**src/rtl/usc_pkg.sv**
```systemverilog
package usc_pkg;
   localparam int CTRL_FSO_BIT = 1;
   localparam int CTRL_IOS_BIT = 2;
   localparam int CTRL_NOW_BIT = 3;
   localparam int CTRL_MIN_W   = CTRL_NOW_BIT + 1;
   localparam logic SEL_HOLD   = 1'b0;
   localparam logic SEL_CTRL   = 1'b1;

   typedef struct packed {
      logic first_only;
      logic init_on;
   } ctrl_t;
endpackage

```
**src/rtl/usc_pin_sync.sv**
```systemverilog
module usc_pin_sync #(
   parameter int STAGES = 2
) (
   input  logic clk,
   input  logic rst_n,
   input  logic pin_i,
   output logic rise_o
);
   localparam int TAPS = STAGES + 1;

   if (STAGES < 2) begin : g_bad_stages
      $error("usc_pin_sync: STAGES must be at least 2");
   end

   logic [TAPS-1:0] chain;

   for (genvar g = 0; g < TAPS; g++) begin : g_tap
      if (g == 0) begin : g_first
         always_ff @(posedge clk or negedge rst_n) begin
            if (!rst_n) chain[0] <= 1'b0;
            else        chain[0] <= pin_i;
         end
      end else begin : g_next
         always_ff @(posedge clk or negedge rst_n) begin
            if (!rst_n) chain[g] <= 1'b0;
            else        chain[g] <= chain[g-1];
         end
      end
   end

   assign rise_o = chain[STAGES-1] & ~chain[STAGES];
endmodule

```
**src/rtl/usc_regs.sv**
```systemverilog
module usc_regs
   import usc_pkg::*;
#(
   parameter int CNT_W  = 16,
   parameter int DATA_W = 16
) (
   input  logic              clk,
   input  logic              rst_n,
   input  logic              wr_en,
   input  logic              wr_sel,
   input  logic [DATA_W-1:0] wr_data,
   input  logic              lock_clr_i,
   output logic [CNT_W-1:0]  hold_o,
   output logic              hold_zero_o,
   output ctrl_t             ctrl_o,
   output ctrl_t             ctrl_next_o,
   output logic              now_o,
   output logic              abort_o,
   output logic              rearm_o
);
   if (DATA_W < CNT_W || DATA_W < CTRL_MIN_W) begin : g_bad_width
      $error("usc_regs: DATA_W too narrow for count or control word");
   end

   logic hold_wr;
   logic ctrl_wr;
   logic [CNT_W-1:0] hold_q;
   ctrl_t ctrl_q;
   ctrl_t ctrl_d;

   assign hold_wr = wr_en & (wr_sel == SEL_HOLD);
   assign ctrl_wr = wr_en & (wr_sel == SEL_CTRL);

   always_comb begin
      ctrl_d = ctrl_q;
      if (ctrl_wr) begin
         ctrl_d.first_only = wr_data[CTRL_FSO_BIT];
         ctrl_d.init_on    = wr_data[CTRL_IOS_BIT];
      end
      if (lock_clr_i) ctrl_d.first_only = 1'b0;
   end

   always_ff @(posedge clk or negedge rst_n) begin
      if (!rst_n) begin
         hold_q <= '0;
         ctrl_q <= '0;
      end else begin
         ctrl_q <= ctrl_d;
         if (hold_wr) hold_q <= wr_data[CNT_W-1:0];
      end
   end

   assign hold_o      = hold_q;
   assign hold_zero_o = (hold_q == '0);
   assign ctrl_o      = ctrl_q;
   assign ctrl_next_o = ctrl_d;
   assign now_o       = ctrl_wr & wr_data[CTRL_NOW_BIT];
   assign abort_o     = hold_wr & (wr_data[CNT_W-1:0] == '0);
   assign rearm_o     = lock_clr_i | (ctrl_wr & ~wr_data[CTRL_FSO_BIT]);
endmodule

```
**src/rtl/usc_gate.sv**
```systemverilog
module usc_gate (
   input  logic clk,
   input  logic rst_n,
   input  logic rise_i,
   input  logic hold_zero_i,
   input  logic first_only_i,
   input  logic rearm_i,
   output logic trig_o,
   output logic locked_o
);
   logic locked_q;

   assign trig_o = rise_i & ~hold_zero_i & ~(first_only_i & locked_q);

   always_ff @(posedge clk or negedge rst_n) begin
      if (!rst_n)                     locked_q <= 1'b0;
      else if (rearm_i)               locked_q <= 1'b0;
      else if (trig_o & first_only_i) locked_q <= 1'b1;
   end

   assign locked_o = locked_q;
endmodule

```
**src/rtl/usc_holdoff.sv**
```systemverilog
module usc_holdoff #(
   parameter int CNT_W          = 16,
   parameter bit RETRIG_RESTART = 1'b1
) (
   input  logic             clk,
   input  logic             rst_n,
   input  logic             trig_i,
   input  logic [CNT_W-1:0] load_i,
   input  logic             abort_i,
   output logic             fire_o,
   output logic [CNT_W-1:0] cnt_o
);
   localparam logic [CNT_W-1:0] ONE = CNT_W'(1);

   if (CNT_W < 1) begin : g_bad_cnt
      $error("usc_holdoff: CNT_W must be positive");
   end

   logic [CNT_W-1:0] cnt_q;
   logic             take;

   if (RETRIG_RESTART) begin : g_restart
      assign take = trig_i;
   end else begin : g_ignore_busy
      assign take = trig_i & (cnt_q == '0);
   end

   always_ff @(posedge clk or negedge rst_n) begin
      if (!rst_n)              cnt_q <= '0;
      else if (abort_i)        cnt_q <= '0;
      else if (take)           cnt_q <= load_i;
      else if (cnt_q != '0)    cnt_q <= cnt_q - ONE;
   end

   assign fire_o = (cnt_q == ONE) & ~abort_i & ~take;
   assign cnt_o  = cnt_q;
endmodule

```
**src/rtl/update_sync_ctrl.sv**
```systemverilog
module update_sync_ctrl
   import usc_pkg::*;
#(
   parameter int CNT_W          = 16,
   parameter int DATA_W         = 16,
   parameter int SYNC_STAGES    = 2,
   parameter bit RETRIG_RESTART = 1'b1
) (
   input  logic              clk,
   input  logic              rst_n,
   input  logic              sync_pin,
   input  logic              wr_en,
   input  logic              wr_sel,
   input  logic [DATA_W-1:0] wr_data,
   input  logic              fso_clr,
   output logic              dec_start,
   output logic              acc_reset
);
   logic             rise;
   logic [CNT_W-1:0] hold;
   logic             hold_zero;
   ctrl_t            ctrl_q;
   ctrl_t            ctrl_d;
   logic             now;
   logic             abort;
   logic             rearm;
   logic             trig;
   logic             locked;
   logic             fire;
   logic [CNT_W-1:0] cnt;
   logic             first_only;
   logic             start_d;

   usc_pin_sync #(.STAGES(SYNC_STAGES)) u_pin (
      .clk(clk), .rst_n(rst_n), .pin_i(sync_pin), .rise_o(rise)
   );

   usc_regs #(.CNT_W(CNT_W), .DATA_W(DATA_W)) u_regs (
      .clk(clk), .rst_n(rst_n), .wr_en(wr_en), .wr_sel(wr_sel),
      .wr_data(wr_data), .lock_clr_i(fso_clr), .hold_o(hold),
      .hold_zero_o(hold_zero), .ctrl_o(ctrl_q), .ctrl_next_o(ctrl_d),
      .now_o(now), .abort_o(abort), .rearm_o(rearm)
   );

   assign first_only = ctrl_q.first_only;

   usc_gate u_gate (
      .clk(clk), .rst_n(rst_n), .rise_i(rise), .hold_zero_i(hold_zero),
      .first_only_i(first_only), .rearm_i(rearm), .trig_o(trig),
      .locked_o(locked)
   );

   usc_holdoff #(.CNT_W(CNT_W), .RETRIG_RESTART(RETRIG_RESTART)) u_hold (
      .clk(clk), .rst_n(rst_n), .trig_i(trig), .load_i(hold),
      .abort_i(abort), .fire_o(fire), .cnt_o(cnt)
   );

   assign start_d = fire | now;

   always_ff @(posedge clk or negedge rst_n) begin
      if (!rst_n) begin
         dec_start <= 1'b0;
         acc_reset <= 1'b0;
      end else begin
         dec_start <= start_d;
         acc_reset <= start_d & ctrl_d.init_on;
      end
   end
endmodule


```
**config.mk**
```make
export PLATFORM = sky130hd
export DESIGN_NAME = update_sync_ctrl
export DESIGN_NICKNAME = d
export VERILOG_FILES = /design/src/rtl/usc_pkg.sv /design/src/rtl/usc_pin_sync.sv /design/src/rtl/usc_regs.sv /design/src/rtl/usc_gate.sv /design/src/rtl/usc_holdoff.sv /design/src/rtl/update_sync_ctrl.sv
export SDC_FILE = /design/constraint.sdc
export NUM_CORES = 1
export LEC_CHECK = 0
export BUFFER_PORTS_ARGS = -buffer_cell sky130_fd_sc_hd__clkbuf_2
export CORE_ASPECT_RATIO = 1.1
export CORE_UTILIZATION = 40
export DETAILED_ROUTE_END_ITERATION = 6
export PLACE_DENSITY = 0.6
export SETUP_SLACK_MARGIN = 0.1
export SYNTH_ARGS = -nofsm -noshare
export SYNTH_HDL_FRONTEND = slang
export SYNTH_HIERARCHICAL = 1
export SYNTH_SLANG_ARGS = --single-unit
```
**constraint.sdc**
```tcl
create_clock -name clk -period 2.3 [get_ports clk]
set_input_delay 0.23 -clock clk [delete_from_list [all_inputs] [get_ports clk]]
set_output_delay 0.23 -clock clk [all_outputs]
set_load 0.02 [all_outputs]
```
=== Word-level counts from Yosys, hierarchy flattened ===
Cells that the tools add are included.

* Output and inout bits: 2
* Logic and storage cells: 47
* Flip-flop bits (word level): 40

* Mux-type cells: 7
* Bitwise logic cells: 22
* Equality and inequality tests: 1
* Add/sub/neg operators: 1
* Reductions and logical operators: 6

{| class="wikitable"
|+ Operators by type and width
! operator !! count
|-
| $mux W16 || 3
|-
| $logic_not A16 Y1 || 2
|-
| $eq A16 B1 Y1 const B || 1
|-
| $reduce_bool A16 Y1 || 1
|-
| $sub A16 B1 Y16 const B || 1
|-
| $and A1 B1 Y1 || 13
|-
| $not A1 Y1 || 7
|-
| $reduce_bool A2 Y1 || 2
|-
| $mux W1 || 3
|-
| $reduce_bool A3 Y1 || 1
|-
| $mux W2 || 1
|-
| $or A1 B1 Y1 || 2
|}

=== Longest topological paths before layout ===
* Word-level depth: 8
* Mapped depth: 10

=== Cells and area by module ===
Netlist, hierarchy kept.

{| class="wikitable"
|+ Modules (own cells, without submodules)
! module !! sequential area each (um^2) !! times used !! cells an instance !! area each (um^2)
|-
| usc_holdoff || 400.4 || 1 || 107 || 1112.3
|-
| usc_regs || 450.4 || 1 || 56 || 824.5
|-
| usc_pin_sync || 75.1 || 1 || 4 || 88.8
|-
| update_sync_ctrl || 50.0 || 1 || 4 || 63.8
|-
| usc_gate || 25.0 || 1 || 6 || 52.6
|}

=== Worst setup path after synthesis ===
No wires, ideal clock.

* Path kind: reg-to-reg
* Start point: reg u_regs.hold_q[2] (netlist: u_regs/hold_o[2])
* End point: reg u_hold.cnt_q[13] (netlist: u_hold/cnt_o[13])
* Slack: 0.228 ns
* Data arrival time: 1.951 ns
* Path buffers: 1
* Library setup time: 0.120 ns
* Data required time: 2.180 ns
* Stages on the path, launching flop included: 10
* Cells stage by stage: dfrtp_1 > nor4_1 > and4_1 > nand2b_1 > a21oi_1 > or3_1 > nor3_4 > a21oi_1 > buf_2 > o211a_1

* Longest elaborated chain between the ends: 6
* Elaborated cells on any way between the ends: 7
* Classes of those cells: mux: 2; bitwise: 3; reduce/logical: 2

{| class="wikitable"
|+ Ends and longest elaborated chain
! what !! line !! source
|-
| start, declared || usc_regs.sv:27 || <nowiki>logic [CNT_W-1:0] hold_q;</nowiki>
|-
| start signal, assigned || usc_regs.sv:49 || <nowiki>if (hold_wr) hold_q <= wr_data[CNT_W-1:0];</nowiki>
|-
| $logic_not A16 Y1 (*) || usc_regs.sv:54 || <nowiki>assign hold_zero_o = (hold_q == '0);</nowiki>
|-
| named net hold_zero || update_sync_ctrl.sv:21 || <nowiki>logic hold_zero;</nowiki>
|-
| $not A1 Y1 (*) || usc_gate.sv:13 || <nowiki>assign trig_o = rise_i & ~hold_zero_i & ~(first_only_i & locked_q);</nowiki>
|-
| $and A1 B1 Y1 (*) (2 in a row) || usc_gate.sv:13 ||
|-
| named net trig || update_sync_ctrl.sv:27 || <nowiki>logic trig;</nowiki>
|-
| $mux W16 || usc_holdoff.sv:31 || <nowiki>else if (take) cnt_q <= load_i;</nowiki>
|-
| $mux W16 || usc_holdoff.sv:30 || <nowiki>else if (abort_i) cnt_q <= '0;</nowiki>
|-
| end signal, assigned || usc_holdoff.sv:31 ||
|-
| end signal, assigned || usc_holdoff.sv:32 || <nowiki>else if (cnt_q != '0) cnt_q <= cnt_q - ONE;</nowiki>
|-
| end, declared || usc_holdoff.sv:19 || <nowiki>logic [CNT_W-1:0] cnt_q;</nowiki>
|}

Mark *: on every way through the listed nets, which the timed path passes. The rest lies on a longest branch.
A chain may end at the register's enable or synchronous reset.

=== Worst setup path after layout ===
* Start point: reg u_regs.hold_q[15] (netlist: u_regs/hold_o[15])
* End point: reg u_hold.cnt_q[2] (netlist: u_hold/cnt_o[2])

The elaborated chain is that of the path after synthesis.

==> results.md <==
- First-pass GRT wire length: 7.21 mm
- Netlist cell types: 47
- CTS H-Tree Depth: 2
- Initial DRC Count: 50
- Via count: 1456
- Worst hold path class: in2async
- Die W: 71.8 um
- DPL Wire Length: 3.12 mm
- Total GRT Usage: 17.0%
- Fin area: 0.00253 mm2
- Non-Filler Instances: 270
- Setup violations, final: 0
- CTS tree: built
- Number of max-cap violations: 0
- Synth area leaders: dfrtp_1 (47%), mux2_4 (6.3%), o211a_1 (4.7%)
- # clock sinks: 40
- Crit path time final: 2.19 ns
- Worst Path Arrival: ~2.4 ns
- Vias in the first global route: between 1000 and 1500
- Total power: 2.05 mW
- Tcrit/Tclk final: approximately 95%
- Via-to-Cell Ratio: 5.39
- Routability cong.: 0.800
- Avg Cell Area, Syn: 12.1 um2
- Logic pwr share: between 20% and 30%
- Die Y: 78.8 um
- Number of cells after detailed placement: 254
- Starting density of the core: 42.3%
- Sequential share of the synthesized area: 46.7%
- Port Buffer Count: 23
- FF+latch count, synth: 40
- Aggregate routed wire length: 4.43 mm
- N_diodes: 0
- Crit path max fanout: 12
- Clock latency on the worst-skew pair: 0.30 ns
- Ys flop type: dfrtp_1
- # DRC: 0
- Net Switching: 0.623 mW
- Area growth from synthesis to layout: 18.0%
- Cells after synthesis: 177
- Ys async rst share: between 90% and 100%
- Clock root cell: clkbuf_8
- Met1 Track Usage GR: 21.9%
- Pwr/cell area: between 800 and 900 mW/mm2
- Setup ws final: 0.110 ns
- Max-slew headroom: 66.2%
- Sequential Power Share: 48.6%
- # nets final: 235
- Final hold violations: 31
- Placed cell area: approximately 0.0023 mm2
- Total I/O pin count: 24
- Met3 Use GR: about 3.4%
- Worst Skew: 0.00594 ns
- Worst setup SP type: flop
- Mapped Area: approximately 0.0021 mm2
- Largest net degree at the start of global routing: 41
- Peak supply drop: 0.446 mV
- Final antenna-violating net count: 0
- Leakage: 1.10 nW
- Post-synth EDFFs: 0
- Final hold slack: -0.0183 ns
- Slew @ Worst Pin: 0.506 ns
- Pre-antenna DRT Iters: 4
- Critical path endpoint category: flop
- Cts bufs inserted: 5
- Core area: 0.00507 mm2
- Switching share of power: 30.4%
- WL/cell: ~16 um
- Number of antenna violations at the first check in global routing: 0
- Layout cell share with drive strength beyond 1: between 40% and 50%
- Setup crit start: u_regs/hold_o[15]$_DFFE_PN0P_
- RSZ-0062 raised after global routing: true
- Maximum clock insertion buffer count: 2
- Place WS: -0.112 ns
- Met2 Resource Use GR: 28.3%
- Status: finished, violations left
- Fmax: approximately 0.46 GHz
- Setup tns final: 0 ns
- P_int: approximately 1.4 mW
- CTS Hold Buffers Added: 0
- Cell accounting for the most synthesized area: dfrtp_1
- Failing checks: negative hold slack
- Clock power share: 27.4%
- GRT Max-Usage Layer: met2
- Reg2Reg Launch Point: u_regs/hold_o[15]$_DFFE_PN0P_
- Ys Warns: 6
- Clk pin slew, worst setup/hold paths: 0.07 ns
- CP Data Required Time: 2.49 ns
- Slew Limit Fails: 0
- Synthesized Nets: 201
- Num rows: 27
- GRT overflow: 0
- Kind of critical path: reg2reg
- Top cell type's share of synthesized area: between 40% and 50%
- Die area: 0.00565 mm2
metal layers:
| metal | vias up | wire [um] | share of wire, % |
|---|---|---|---|
| li1 | 706 | - | - |
| met1 | 707 | 2010 | 45 |
| met2 | 37 | 2180 | 49 |
| met3 | 6 | 162 | 3.7 |
| met4 | 0 | 70 | 1.6 |
| met5 | - | 0 | 0 |
cells in the final DEF (no fill, tap or decap), types with 2 or more instances in the layout:
cell type / netlist / routed
nand2_1: 7 / 7
mux2_4: 9 / 9
nor2_1: 3 / 3
nor3_1: 3 / 3
inv_1: 3 / 3
clkbuf_2: 0 / 23
nor4_2: 4 / 9
ha_1: 2 / 2
nor4_1: 9 / 4
buf_4: 1 / 13
o31ai_1: 2 / 2
nand2b_1: 11 / 10
or4_1: 2 / 2
o211a_1: 10 / 10
nand3_1: 4 / 4
nor4_4: 2 / 2
and2_1: 3 / 3
dfrtp_1: 40 / 40
mux2_2: 8 / 8
or3_1: 3 / 2
a21oi_1: 7 / 5
o21ai_0: 3 / 3
clkbuf_8: 0 / 5
nor2b_4: 2 / 2
xor2_1: 11 / 11
power groups by stage:
stage / clock network [mW] / logic (mW) / registers, mW
final: 0.562 / 0.491 / 0.994
after global routing: 0.606 / 0.538 / 1.01
after CTS: 0.578 / 0.473 / 0.989
after detailed placement: 0 / 0.453 / 1.00
after global placement: 0 / 0.444 / 0.989
after floorplan: 0 / 0.370 / 0.962
registers in the layout, summed over array words and instances (netlist names):
signal / cells
u_gate/locked_o: 1
u_pin/chain: 3
acc_reset: 1
dec_start: 1
u_hold/cnt_o: 16
u_regs/hold_o: 16
u_regs/ctrl_o: 2
through the flow:
stage	hold WS [ns]	util, %
2_1_floorplan	-0.0656	-
3_3_place_gp	0.315	45.4
3_5_place_dp	0.321	45.4
4_1_cts	0.00450	48.2
5_1_grt	0.0245	49.9
6_report	-0.0183	49.9
kinds of logic after synthesis:
logic type / Yosys count / synth area share, %
xor gates and xnor gates: 12 / 4.91
adders and majority gates: 2 / 1.17
and+or+nand+nor: 66 / 22.5
AOI/OAI and AO/OA: 26 / 9.52
DFF: 40 / 46.7
muxes: 18 / 11.0
buffers and inverters: 13 / 4.21
final timing paths:
path                       cells past startpoint  slack (ns)                            to
max                                            9        0.11   u_hold/cnt_o[2]$_DFFE_PN0P_
max reg2reg                                    9        0.11   u_hold/cnt_o[2]$_DFFE_PN0P_
min reg2reg                                    0        0.36      u_pin/chain[1]$_DFF_PN0_
min                                            2       -0.02  u_hold/cnt_o[13]$_DFFE_PN0P_
min in group clk                               1        0.04      u_pin/chain[0]$_DFF_PN0_
max in group asynchronous                      2        1.96   u_hold/cnt_o[6]$_DFFE_PN0P_
worst max-delay path, cell delays in order, from the launching register on:
cell and delay, ns:
dfrtp_1 0.39, nor4_2 0.32, and4_1 0.25, nand2b_4 0.12, a21oi_2 0.03, or3_4 0.40
nor3_4 0.15, buf_4 0.15, a21oi_4 0.10, and2_1 0.17
layout make-up:
type	instances	area, um2
sequential	40	1000
fill	464	2540
timing repair buffer	37	224
multi-input combinational	124	1110
clock buffer	6	72.6
inverter	3	11.3
tap	58	72.6
clock inverter	2	35.0
Yosys cell counts (all sizes together), types with 2 or more instances:
library cell and n:
or3 4, and2 4, nor2b 2, dfrtp 40, nor3 4, clkbuf 4, mux2 17, or2 2
buf 5, o21ai 3, nor2 4, nand3 4, xor2 11, o211a 10, a21oi 7, nor4 15
inv 3, nand2 7, o31ai 2, ha 2, nand2b 11, or4 3
timing repair:
| item | in CTS | in global routing |
|---|---|---|
| buffers inserted | 2 | 6 |
| endpoints found under the hold margin | 0 | 0 |
| endpoints found under the setup margin | 17 | 18 |
| resized for setup | 5 | 6 |
| pin swaps | 3 | 2 |
Power figures use the tool's default switching activity.
